`src/rtl/cal_pkg.sv`:
```
package cal_pkg;
    localparam int TIME_W = 23;
    localparam int DATE_W = 24;

    typedef enum logic {
        SH_IDLE = 1'b0,
        SH_CAPT = 1'b1
    } sh_state_t;

    // Last day of a month as packed BCD {tens[1:0], units[3:0]}.
    function automatic logic [5:0] month_last_day(input logic [4:0] mon_bcd,
                                                  input logic [7:0] yr_bcd);
        logic [6:0] yb;
        yb = {3'b000, yr_bcd[7:4]} * 7'd10 + {3'b000, yr_bcd[3:0]};
        unique case (mon_bcd)
            5'h02:                      month_last_day = (yb[1:0] == 2'b00) ? 6'h29 : 6'h28;
            5'h04, 5'h06, 5'h09, 5'h11: month_last_day = 6'h30;
            default:                    month_last_day = 6'h31;
        endcase
    endfunction
endpackage

```
`src/rtl/cal_subsec.sv`:
```
module cal_subsec #(
    parameter int SS_W  = 16,
    parameter int PRE_W = 15
) (
    input  logic             clk,
    input  logic             rst_n,
    input  logic             tick_en,
    input  logic             freeze,
    input  logic             load_en,
    input  logic [PRE_W-1:0] prediv,
    output logic [SS_W-1:0]  ss,
    output logic             sec_carry
);
    logic run;
    logic do_load;

    assign run       = tick_en & ~freeze;
    assign do_load   = load_en & freeze;
    assign sec_carry = run && (ss == '0);

    always_ff @(posedge clk) begin
        if (!rst_n) begin
            ss <= '0;
        end else if (do_load) begin
            ss <= SS_W'(prediv);
        end else if (run) begin
            if (ss == '0) ss <= SS_W'(prediv);
            else          ss <= ss - SS_W'(1);
        end
    end

    // a frozen counter without a load keeps its value
    p_freeze_hold_r6: assert property (@(posedge clk) disable iff (!rst_n)
        (freeze && !load_en) |=> $stable(ss));

    // a step from a non-zero value lowers the count by one
    p_step_down_r2: assert property (@(posedge clk) disable iff (!rst_n)
        (tick_en && !freeze && ss != '0) |=> (ss == $past(ss) - SS_W'(1)));
endmodule

```
`src/rtl/cal_tod.sv`:
```
module cal_tod
    import cal_pkg::*;
(
    input  logic              clk,
    input  logic              rst_n,
    input  logic              sec_carry,
    input  logic              do_load,
    input  logic [TIME_W-1:0] load_word,
    output logic [TIME_W-1:0] tod,
    output logic              day_carry
);
    logic [3:0] su, mu, hu, nsu, nmu, nhu;
    logic [2:0] st, mt, nst, nmt;
    logic [1:0] ht, nht;
    logic       at_midnight;
    logic       ign_unused;

    assign ign_unused  = ^{load_word[22], load_word[15], load_word[7]};
    assign at_midnight = (su == 4'd9) && (st == 3'd5) && (mu == 4'd9) &&
                         (mt == 3'd5) && (ht == 2'd2) && (hu == 4'd3);
    assign day_carry   = sec_carry && at_midnight;
    assign tod         = {1'b0, ht, hu, 1'b0, mt, mu, 1'b0, st, su};

    always_comb begin
        {nht, nhu, nmt, nmu, nst, nsu} = {ht, hu, mt, mu, st, su};
        if (su != 4'd9) begin
            nsu = su + 4'd1;
        end else begin
            nsu = 4'd0;
            if (st != 3'd5) begin
                nst = st + 3'd1;
            end else begin
                nst = 3'd0;
                if (mu != 4'd9) begin
                    nmu = mu + 4'd1;
                end else begin
                    nmu = 4'd0;
                    if (mt != 3'd5) begin
                        nmt = mt + 3'd1;
                    end else begin
                        nmt = 3'd0;
                        if (ht == 2'd2 && hu == 4'd3) begin
                            nht = 2'd0;
                            nhu = 4'd0;
                        end else if (hu != 4'd9) begin
                            nhu = hu + 4'd1;
                        end else begin
                            nhu = 4'd0;
                            nht = ht + 2'd1;
                        end
                    end
                end
            end
        end
    end

    always_ff @(posedge clk) begin
        if (!rst_n) begin
            {ht, hu, mt, mu, st, su} <= '0;
        end else if (do_load) begin
            su <= load_word[3:0];
            st <= load_word[6:4];
            mu <= load_word[11:8];
            mt <= load_word[14:12];
            hu <= load_word[19:16];
            ht <= load_word[21:20];
        end else if (sec_carry) begin
            {ht, hu, mt, mu, st, su} <= {nht, nhu, nmt, nmu, nst, nsu};
        end
    end

    // leaving 23:59:59 lands on 00:00:00
    p_midnight_r3: assert property (@(posedge clk) disable iff (!rst_n)
        (day_carry && !do_load) |=> (tod == '0));

    // a second carry outside a load moves the seconds units
    p_sec_moves_r3: assert property (@(posedge clk) disable iff (!rst_n)
        (sec_carry && !do_load) |=> (tod[3:0] != $past(tod[3:0])));
endmodule

```
`src/rtl/cal_date.sv`:
```
module cal_date
    import cal_pkg::*;
(
    input  logic              clk,
    input  logic              rst_n,
    input  logic              day_carry,
    input  logic              do_load,
    input  logic [DATE_W-1:0] load_word,
    output logic [DATE_W-1:0] date
);
    logic [3:0] du;
    logic [1:0] dt;
    logic [4:0] mon;
    logic [2:0] wd;
    logic [7:0] yr;
    logic [5:0] last_day;
    logic [5:0] nday;
    logic [4:0] nmon;
    logic [7:0] nyr;
    logic [2:0] nwd;
    logic       ign_unused;

    assign ign_unused = ^load_word[7:6];
    assign last_day   = month_last_day(mon, yr);
    assign date       = {yr, wd, mon, 2'b00, dt, du};

    always_comb begin
        nday = {dt, du};
        nmon = mon;
        nyr  = yr;
        nwd  = (wd == 3'd7) ? 3'd1 : wd + 3'd1;
        if ({dt, du} == last_day) begin
            nday = 6'h01;
            if (mon == 5'h12) begin
                nmon = 5'h01;
                if (yr == 8'h99)           nyr = 8'h00;
                else if (yr[3:0] == 4'd9)  nyr = {yr[7:4] + 4'd1, 4'd0};
                else                       nyr = yr + 8'd1;
            end else if (mon[3:0] == 4'd9) begin
                nmon = 5'h10;
            end else begin
                nmon = mon + 5'd1;
            end
        end else if (du == 4'd9) begin
            nday = {dt + 2'd1, 4'd0};
        end else begin
            nday = {dt, du + 4'd1};
        end
    end

    always_ff @(posedge clk) begin
        if (!rst_n) begin
            {dt, du} <= 6'h01;
            mon      <= 5'h01;
            wd       <= 3'd1;
            yr       <= 8'h00;
        end else if (do_load) begin
            du  <= load_word[3:0];
            dt  <= load_word[5:4];
            mon <= load_word[12:8];
            wd  <= load_word[15:13];
            yr  <= load_word[23:16];
        end else if (day_carry) begin
            {dt, du} <= nday;
            mon      <= nmon;
            yr       <= nyr;
            wd       <= nwd;
        end
    end

    // the weekday never shows zero
    p_wday_nonzero_r5: assert property (@(posedge clk) disable iff (!rst_n)
        !do_load |=> (date[15:13] != 3'd0));

    // a day carry always changes the day field
    p_day_moves_r4: assert property (@(posedge clk) disable iff (!rst_n)
        (day_carry && !do_load) |=> (date[5:0] != $past(date[5:0])));
endmodule

```
`src/rtl/cal_shadow.sv`:
```
module cal_shadow
    import cal_pkg::*;
#(
    parameter int SS_W = 16
) (
    input  logic              clk,
    input  logic              rst_n,
    input  logic              run,
    input  logic              rsf_clr,
    input  logic              bypass,
    input  logic [TIME_W-1:0] live_time,
    input  logic [DATE_W-1:0] live_date,
    input  logic [SS_W-1:0]   live_ss,
    output logic [TIME_W-1:0] rd_time,
    output logic [DATE_W-1:0] rd_date,
    output logic [SS_W-1:0]   rd_ss,
    output logic              rsf
);
    sh_state_t         state_q, state_d;
    logic [TIME_W-1:0] sh_time;
    logic [DATE_W-1:0] sh_date;
    logic [SS_W-1:0]   sh_ss;

    always_comb begin
        unique case (state_q)
            SH_IDLE: state_d = run ? SH_CAPT : SH_IDLE;
            SH_CAPT: state_d = run ? SH_CAPT : SH_IDLE;
            default: state_d = SH_IDLE;
        endcase
    end

    always_ff @(posedge clk) begin
        if (!rst_n) state_q <= SH_IDLE;
        else        state_q <= state_d;
    end

    always_ff @(posedge clk) begin
        if (!rst_n) begin
            sh_time <= '0;
            sh_date <= 24'h002101;
            sh_ss   <= '0;
            rsf     <= 1'b0;
        end else if (state_q == SH_CAPT) begin
            sh_time <= live_time;
            sh_date <= live_date;
            sh_ss   <= live_ss;
            rsf     <= 1'b1;
        end else if (rsf_clr) begin
            rsf     <= 1'b0;
        end
    end

    assign rd_time = bypass ? live_time : sh_time;
    assign rd_date = bypass ? live_date : sh_date;
    assign rd_ss   = bypass ? live_ss   : sh_ss;

    // the flag rises only from a capture
    p_rsf_rise_r8: assert property (@(posedge clk) disable iff (!rst_n)
        $rose(rsf) |-> $past(state_q == SH_CAPT));

    // a clear without a capture drops the flag
    p_rsf_clear_r8: assert property (@(posedge clk) disable iff (!rst_n)
        (rsf_clr && state_q == SH_IDLE) |=> !rsf);

    // a capture copies the live subsecond value
    p_capture_r7: assert property (@(posedge clk) disable iff (!rst_n)
        (state_q == SH_CAPT) |=> (sh_ss == $past(live_ss)));
endmodule

```
`src/rtl/bcd_calendar.sv`:
```
module bcd_calendar
    import cal_pkg::*;
#(
    parameter int SS_W  = 16,
    parameter int PRE_W = 15
) (
    input  logic              clk,
    input  logic              rst_n,
    input  logic              tick_en,
    input  logic              freeze,
    input  logic              load_en,
    input  logic [TIME_W-1:0] load_time,
    input  logic [DATE_W-1:0] load_date,
    input  logic [PRE_W-1:0]  prediv,
    input  logic              rsf_clr,
    input  logic              bypass,
    output logic [TIME_W-1:0] rd_time,
    output logic [DATE_W-1:0] rd_date,
    output logic [SS_W-1:0]   rd_ss,
    output logic              rsf
);
    logic [SS_W-1:0]   live_ss;
    logic [TIME_W-1:0] live_time;
    logic [DATE_W-1:0] live_date;
    logic              sec_carry;
    logic              day_carry;
    logic              do_load;
    logic              run;

    assign do_load = load_en & freeze;
    assign run     = tick_en & ~freeze;

    cal_subsec #(.SS_W(SS_W), .PRE_W(PRE_W)) u_subsec (
        .clk(clk), .rst_n(rst_n), .tick_en(tick_en), .freeze(freeze),
        .load_en(load_en), .prediv(prediv), .ss(live_ss), .sec_carry(sec_carry)
    );

    cal_tod u_tod (
        .clk(clk), .rst_n(rst_n), .sec_carry(sec_carry), .do_load(do_load),
        .load_word(load_time), .tod(live_time), .day_carry(day_carry)
    );

    cal_date u_date (
        .clk(clk), .rst_n(rst_n), .day_carry(day_carry), .do_load(do_load),
        .load_word(load_date), .date(live_date)
    );

    cal_shadow #(.SS_W(SS_W)) u_shadow (
        .clk(clk), .rst_n(rst_n), .run(run), .rsf_clr(rsf_clr), .bypass(bypass),
        .live_time(live_time), .live_date(live_date), .live_ss(live_ss),
        .rd_time(rd_time), .rd_date(rd_date), .rd_ss(rd_ss), .rsf(rsf)
    );

    // the first cycle after reset shows the power-on calendar
    p_reset_state_r1: assert property (@(posedge clk)
        $rose(rst_n) |-> (live_time == '0 && live_date == 24'h002101));
endmodule

```
`config.mk`:
```
export PLATFORM = sky130hd
export DESIGN_NAME = bcd_calendar
export DESIGN_NICKNAME = d
export VERILOG_FILES = /design/src/rtl/cal_pkg.sv /design/src/rtl/cal_subsec.sv /design/src/rtl/cal_tod.sv /design/src/rtl/cal_date.sv /design/src/rtl/cal_shadow.sv /design/src/rtl/bcd_calendar.sv
export SDC_FILE = /design/constraint.sdc
export NUM_CORES = 1
export LEC_CHECK = 0
export BUFFER_PORTS_ARGS = -buffer_cell sky130_fd_sc_hd__buf_2
export CORE_MARGIN = 2
export CORE_UTILIZATION = 46
export DETAILED_ROUTE_END_ITERATION = 16
export HOLD_SLACK_MARGIN = 0.06
export MAX_ROUTING_LAYER = met4
export PLACE_DENSITY = 0.77
export RECOVER_POWER = 25
export SLEW_MARGIN = 5
export SYNTH_ARGS = -nofsm -noshare
export SYNTH_HDL_FRONTEND = slang
export SYNTH_HIERARCHICAL = 1
export SYNTH_SLANG_ARGS = --single-unit
```
`constraint.sdc`:
```
create_clock -name clk -period 4.3 [get_ports clk]
set_clock_uncertainty 0.2 [all_clocks]
set_input_delay 0.215 -clock clk [delete_from_list [all_inputs] [get_ports clk]]
set_output_delay 0.215 -clock clk [all_outputs]
set_load 0.02 [all_outputs]
```
==> metrics.md <==
| Metric | Value |
|---|---|
| Setup fix buffers added after clock tree synthesis | `0` |
| WL met1 | `approximately 8.8 mm` |
| Uppermost routed layer | `met4` |
| Total negative slack | `0 ns` |
| Initial antenna violation count | `0` |
| Gr usage total | `between 20 and 25%` |
| Final worst path period need | `around 4.1 ns` |
| Share of the synthesized area in the top cell type | `32.2%` |
| Final setup violating endpoints | `0` |
| Compound-Gate Fraction of Synth Area | `12.5%` |
| Drt drc | `0` |
| Depth of the CTS H-tree | `4` |
| Worst-case hold slack | `0.0952 ns` |
| Pleak | `0.00379 uW` |
| Outcome | `finished, violations left` |
| Share of cell area taken by muxes after synthesis | `about 22%` |
| Combined area of all synthesized cells | `7640 um2` |
| Clock tree from TritonCTS | `built` |
| Total overflow reported by the global router | `0` |
| Sequential cell area fraction in the yosys report | `32.2%` |
| Most repeated cell in the gate-level netlist after synthesis | `dfxtp_1` |
| Kind of end point of the critical path | `flop` |
| Final routed wire length divided by cell count | `approximately 16 um` |
| Startpoint type of the worst setup path | `flop` |
| Fin worst setup slack | `~0.24 ns` |
| Required @ worst endpoint | `approximately 4.4 ns` |
| Cell type with the largest total area after synthesis | `dfxtp_1` |
| DPL Wire Length | `12.1 mm` |
| Height of the chip | `133 um` |
| Power per cell area | `359 nW/um2` |
| Share of cells above drive strength 1 | `26.1%` |
| Tightest Pin Transition | `2.90 ns` |
| Max_slew headroom | `-93.8%` |
| Number of placed instances with taps included | `1095` |
| Clock Latency Late Sink | `0.42 ns` |
| Die boundary width | `133 um` |
| Number of buffers created by CTS | `17` |
| Synthesis warning total | `6` |
| Most used standard cells in the synthesized netlist | `dfxtp_1, mux2i_1, nor2b_1` |
| Worst Hold Class | `in2reg` |
| Via count of the first global-routing pass | `6281` |
| Worst slack, placed | `0.282 ns` |
| Register bit total from synthesis | `around 120` |
| Share of flip-flops with an asynchronous set or reset | `0%` |
| Gate count of the mapped netlist | `between 700 and 800` |
| Final wirelength | `between 15 and 20 mm` |
| Critical Path AT | `~4.2 ns` |
| Max FO, Critical Path | `19` |
| Violations in the final reports | `max-capacitance violations, max-slew violations` |
| Top-level I/O count | `133` |
| Count of different cell masters after synthesis | `85` |
| Critical setup path kind | `reg2reg` |
| Fin cells | `about 1200` |
| Final core utilization | `between 50% and 60%` |
| Area fraction in and, or, nand and nor cells after synthesis | `about 23%` |
| Share of the synthesized netlist area taken by xor and xnor gates | `between 1.5 and 2%` |
| Filler cell count in the final layout | `~1400` |
| Via/cell ratio | `5.58` |
| Clock-pin slew reported for the worst setup and hold paths after clock tree synthesis | `~0.050 ns` |
| Initial detailed-routing violation count | `569` |
| Maximum number of pins on one net before global-route repair | `between 60 and 70` |
| Cell types with the largest area share after synthesis | `dfxtp_1, mux2_4, mux2i_1, nor2b_1, nand2_1` |
| Relative area change from synthesis to final layout | `22.7%` |
| Placer Congestion | `~0.86` |
| Starting density of the core | `a little under half` |
| Number of placement rows | `47` |
| Adder-cell area share of the yosys netlist | `1.97%` |
| Buffer cell driving the clock tree root | `clkbuf_16` |
| Total die area | `~18000 um2` |
| Hold Vio Cnt, Final | `0` |
| Number of flops mapped to enable cells by yosys | `0` |
| First-pass GRT wire length | `30.9 mm` |
| Final Max Tran Viols | `roughly 110` |
| Buffer depth of the longest clock path | `2` |
| Antenna Nets Post-Route | `0` |
| Max capacitance violation total | `2` |
| Worst IR drop on VDD | `0.262 mV` |
| Top_reg_cell synth | `dfxtp_1` |
| Met3 routed WL | `962 um` |
| Inserted Diodes | `0` |
| Routed wire length on met2 | `about 9.2 mm` |
| Routed vias | `between 6000 and 7000` |
| Post-route fraction of the period consumed by the critical path | `around 95%` |
| Standard cell core area | `16400 um2` |
| Post-Syn Area per Cell | `~9.6 um2` |
| Layout net count | `slightly above 1000` |
| Maximum operating frequency | `roughly 0.25 GHz` |
| Setup repair after global routing missed its margin | `false` |
| Clock Sink Count | `roughly 120` |
| Largest family of logic cells by synthesized area | `simple AND/OR/NAND/NOR gates` |
| Number of detailed-routing iterations run before antenna repair | `5` |
| Number of input and output port buffers inserted | `about 130` |
[where the power goes]
part / internal, uW / switching, uW / total [uW] / leakage (uW)
logic: 322 / 363 / 685 / 0.00252
registers: 1200 / 115 / 1320 / 0.00100
clock network: 857 / 506 / 1360 / 0.000270
total: 2380 / 984 / 3370 / 0.00379
[worst max-delay path: stages, from the launching register on]
cell and delay, ns:
dfxtp_1 0.37, inv_1 0.18, ha_1 0.24, nand4b_1 0.14
nor3_1 0.25, buf_4 0.18, nand4b_1 0.14, or4_1 0.65
nor4_4 0.40, buf_4 0.29, o21ai_0 0.13, nor2_1 0.11
o311ai_1 0.09, dlygate4sd3_1 0.59
[logic make-up (layout without fill, tap and decap cells)]
| logic type | count (synthesis) | after routing |
|---|---|---|
| buffers and inverters | 78 | 247 |
| and+or+nand+nor | 284 | 284 |
| muxes | 138 | 138 |
| other | 2 | 5 |
| AOI/OAI and AO/OA | 142 | 142 |
| xor gates and xnor gates | 16 | 16 |
| DFF | 123 | 123 |
| adders and majority gates | 12 | 12 |
[path summary, 6_finish.rpt]
kind / endpoint / from / slack [ns] / cells after the start
setup / recovery: u_date/du[0] / u_subsec/ss[0] / 0.24 / 13
hold / removal: u_subsec/ss[13] / freeze / 0.1 / 3
setup reg to reg: u_date/du[0] / u_subsec/ss[0] / 0.24 / 13
hold reg to reg: u_shadow/sh_date[13] / u_shadow/sh_date[13] / 0.28 / 2
[sequential cells by signal (all words and copies together), names as in the netlist, 2 cells and up]
register,count
u_date/du,4
u_date/wd,3
u_shadow/sh_ss,16
u_date/yr,8
u_tod/su,4
u_date/mon,5
u_tod/st,3
u_date/dt,2
u_subsec/ss,16
u_shadow/sh_time,23
u_tod/mt,3
u_tod/mu,4
u_tod/ht,2
u_tod/hu,4
u_shadow/sh_date,24
[stage by stage]
stage	area [um2]	power, uW
5_1_grt	9370	3510
3_3_place_gp	8200	1940
3_5_place_dp	8200	1960
2_1_floorplan	7650	1810
4_1_cts	9380	3380
6_report	9370	3370
[routing by layer]
layer / GRT usage (%) / vias up
met5: - / -
li1: - / 3198
met4: 7.53 / 0
met3: 4.41 / 25
met1: 27.6 / 3149
met2: 35.8 / 256
[repair_timing]
| action | 4_1_cts | 5_1_grt |
|---|---|---|
| endpoints found under the hold margin | 60 | 0 |
| hold buffers | 62 | 0 |
| setup endpoints to repair | 0 | 2 |
| gates resized for setup | 0 | 1 |
[cell type report]
cell class / instances / area [um2] / area share, %
multi-input cells: 597 / 4690 / 50.0
flip-flops and latches: 123 / 2460 / 26.3
well taps: 220 / 275 / 2.94
clock buffers: 22 / 454 / 4.85
repair buffers: 199 / 1330 / 14.2
clock inverters: 8 / 96.3 / 1.03
inverters: 18 / 67.6 / 0.721
[layout by cell type, fill, tap and decap left out, drive strengths merged, types with 6 or more instances in the layout]
cell type and n:
clkinv 6, mux2i 75, ha 12, nor4 10, nand2b 9, dfxtp 123, clkbuf 25, buf 134
a21oi 35, o211a 6, and2 6, nand2 48, mux2 63, nand3 36, nor3 16, o21ai 35
inv 17, nor2b 65, a31oi 11, nand4 7, o31ai 6, or3 13, nor2 26, dlygate4sd3 62
xnor2 13, nor3b 7
Power figures use the tool's default switching activity.
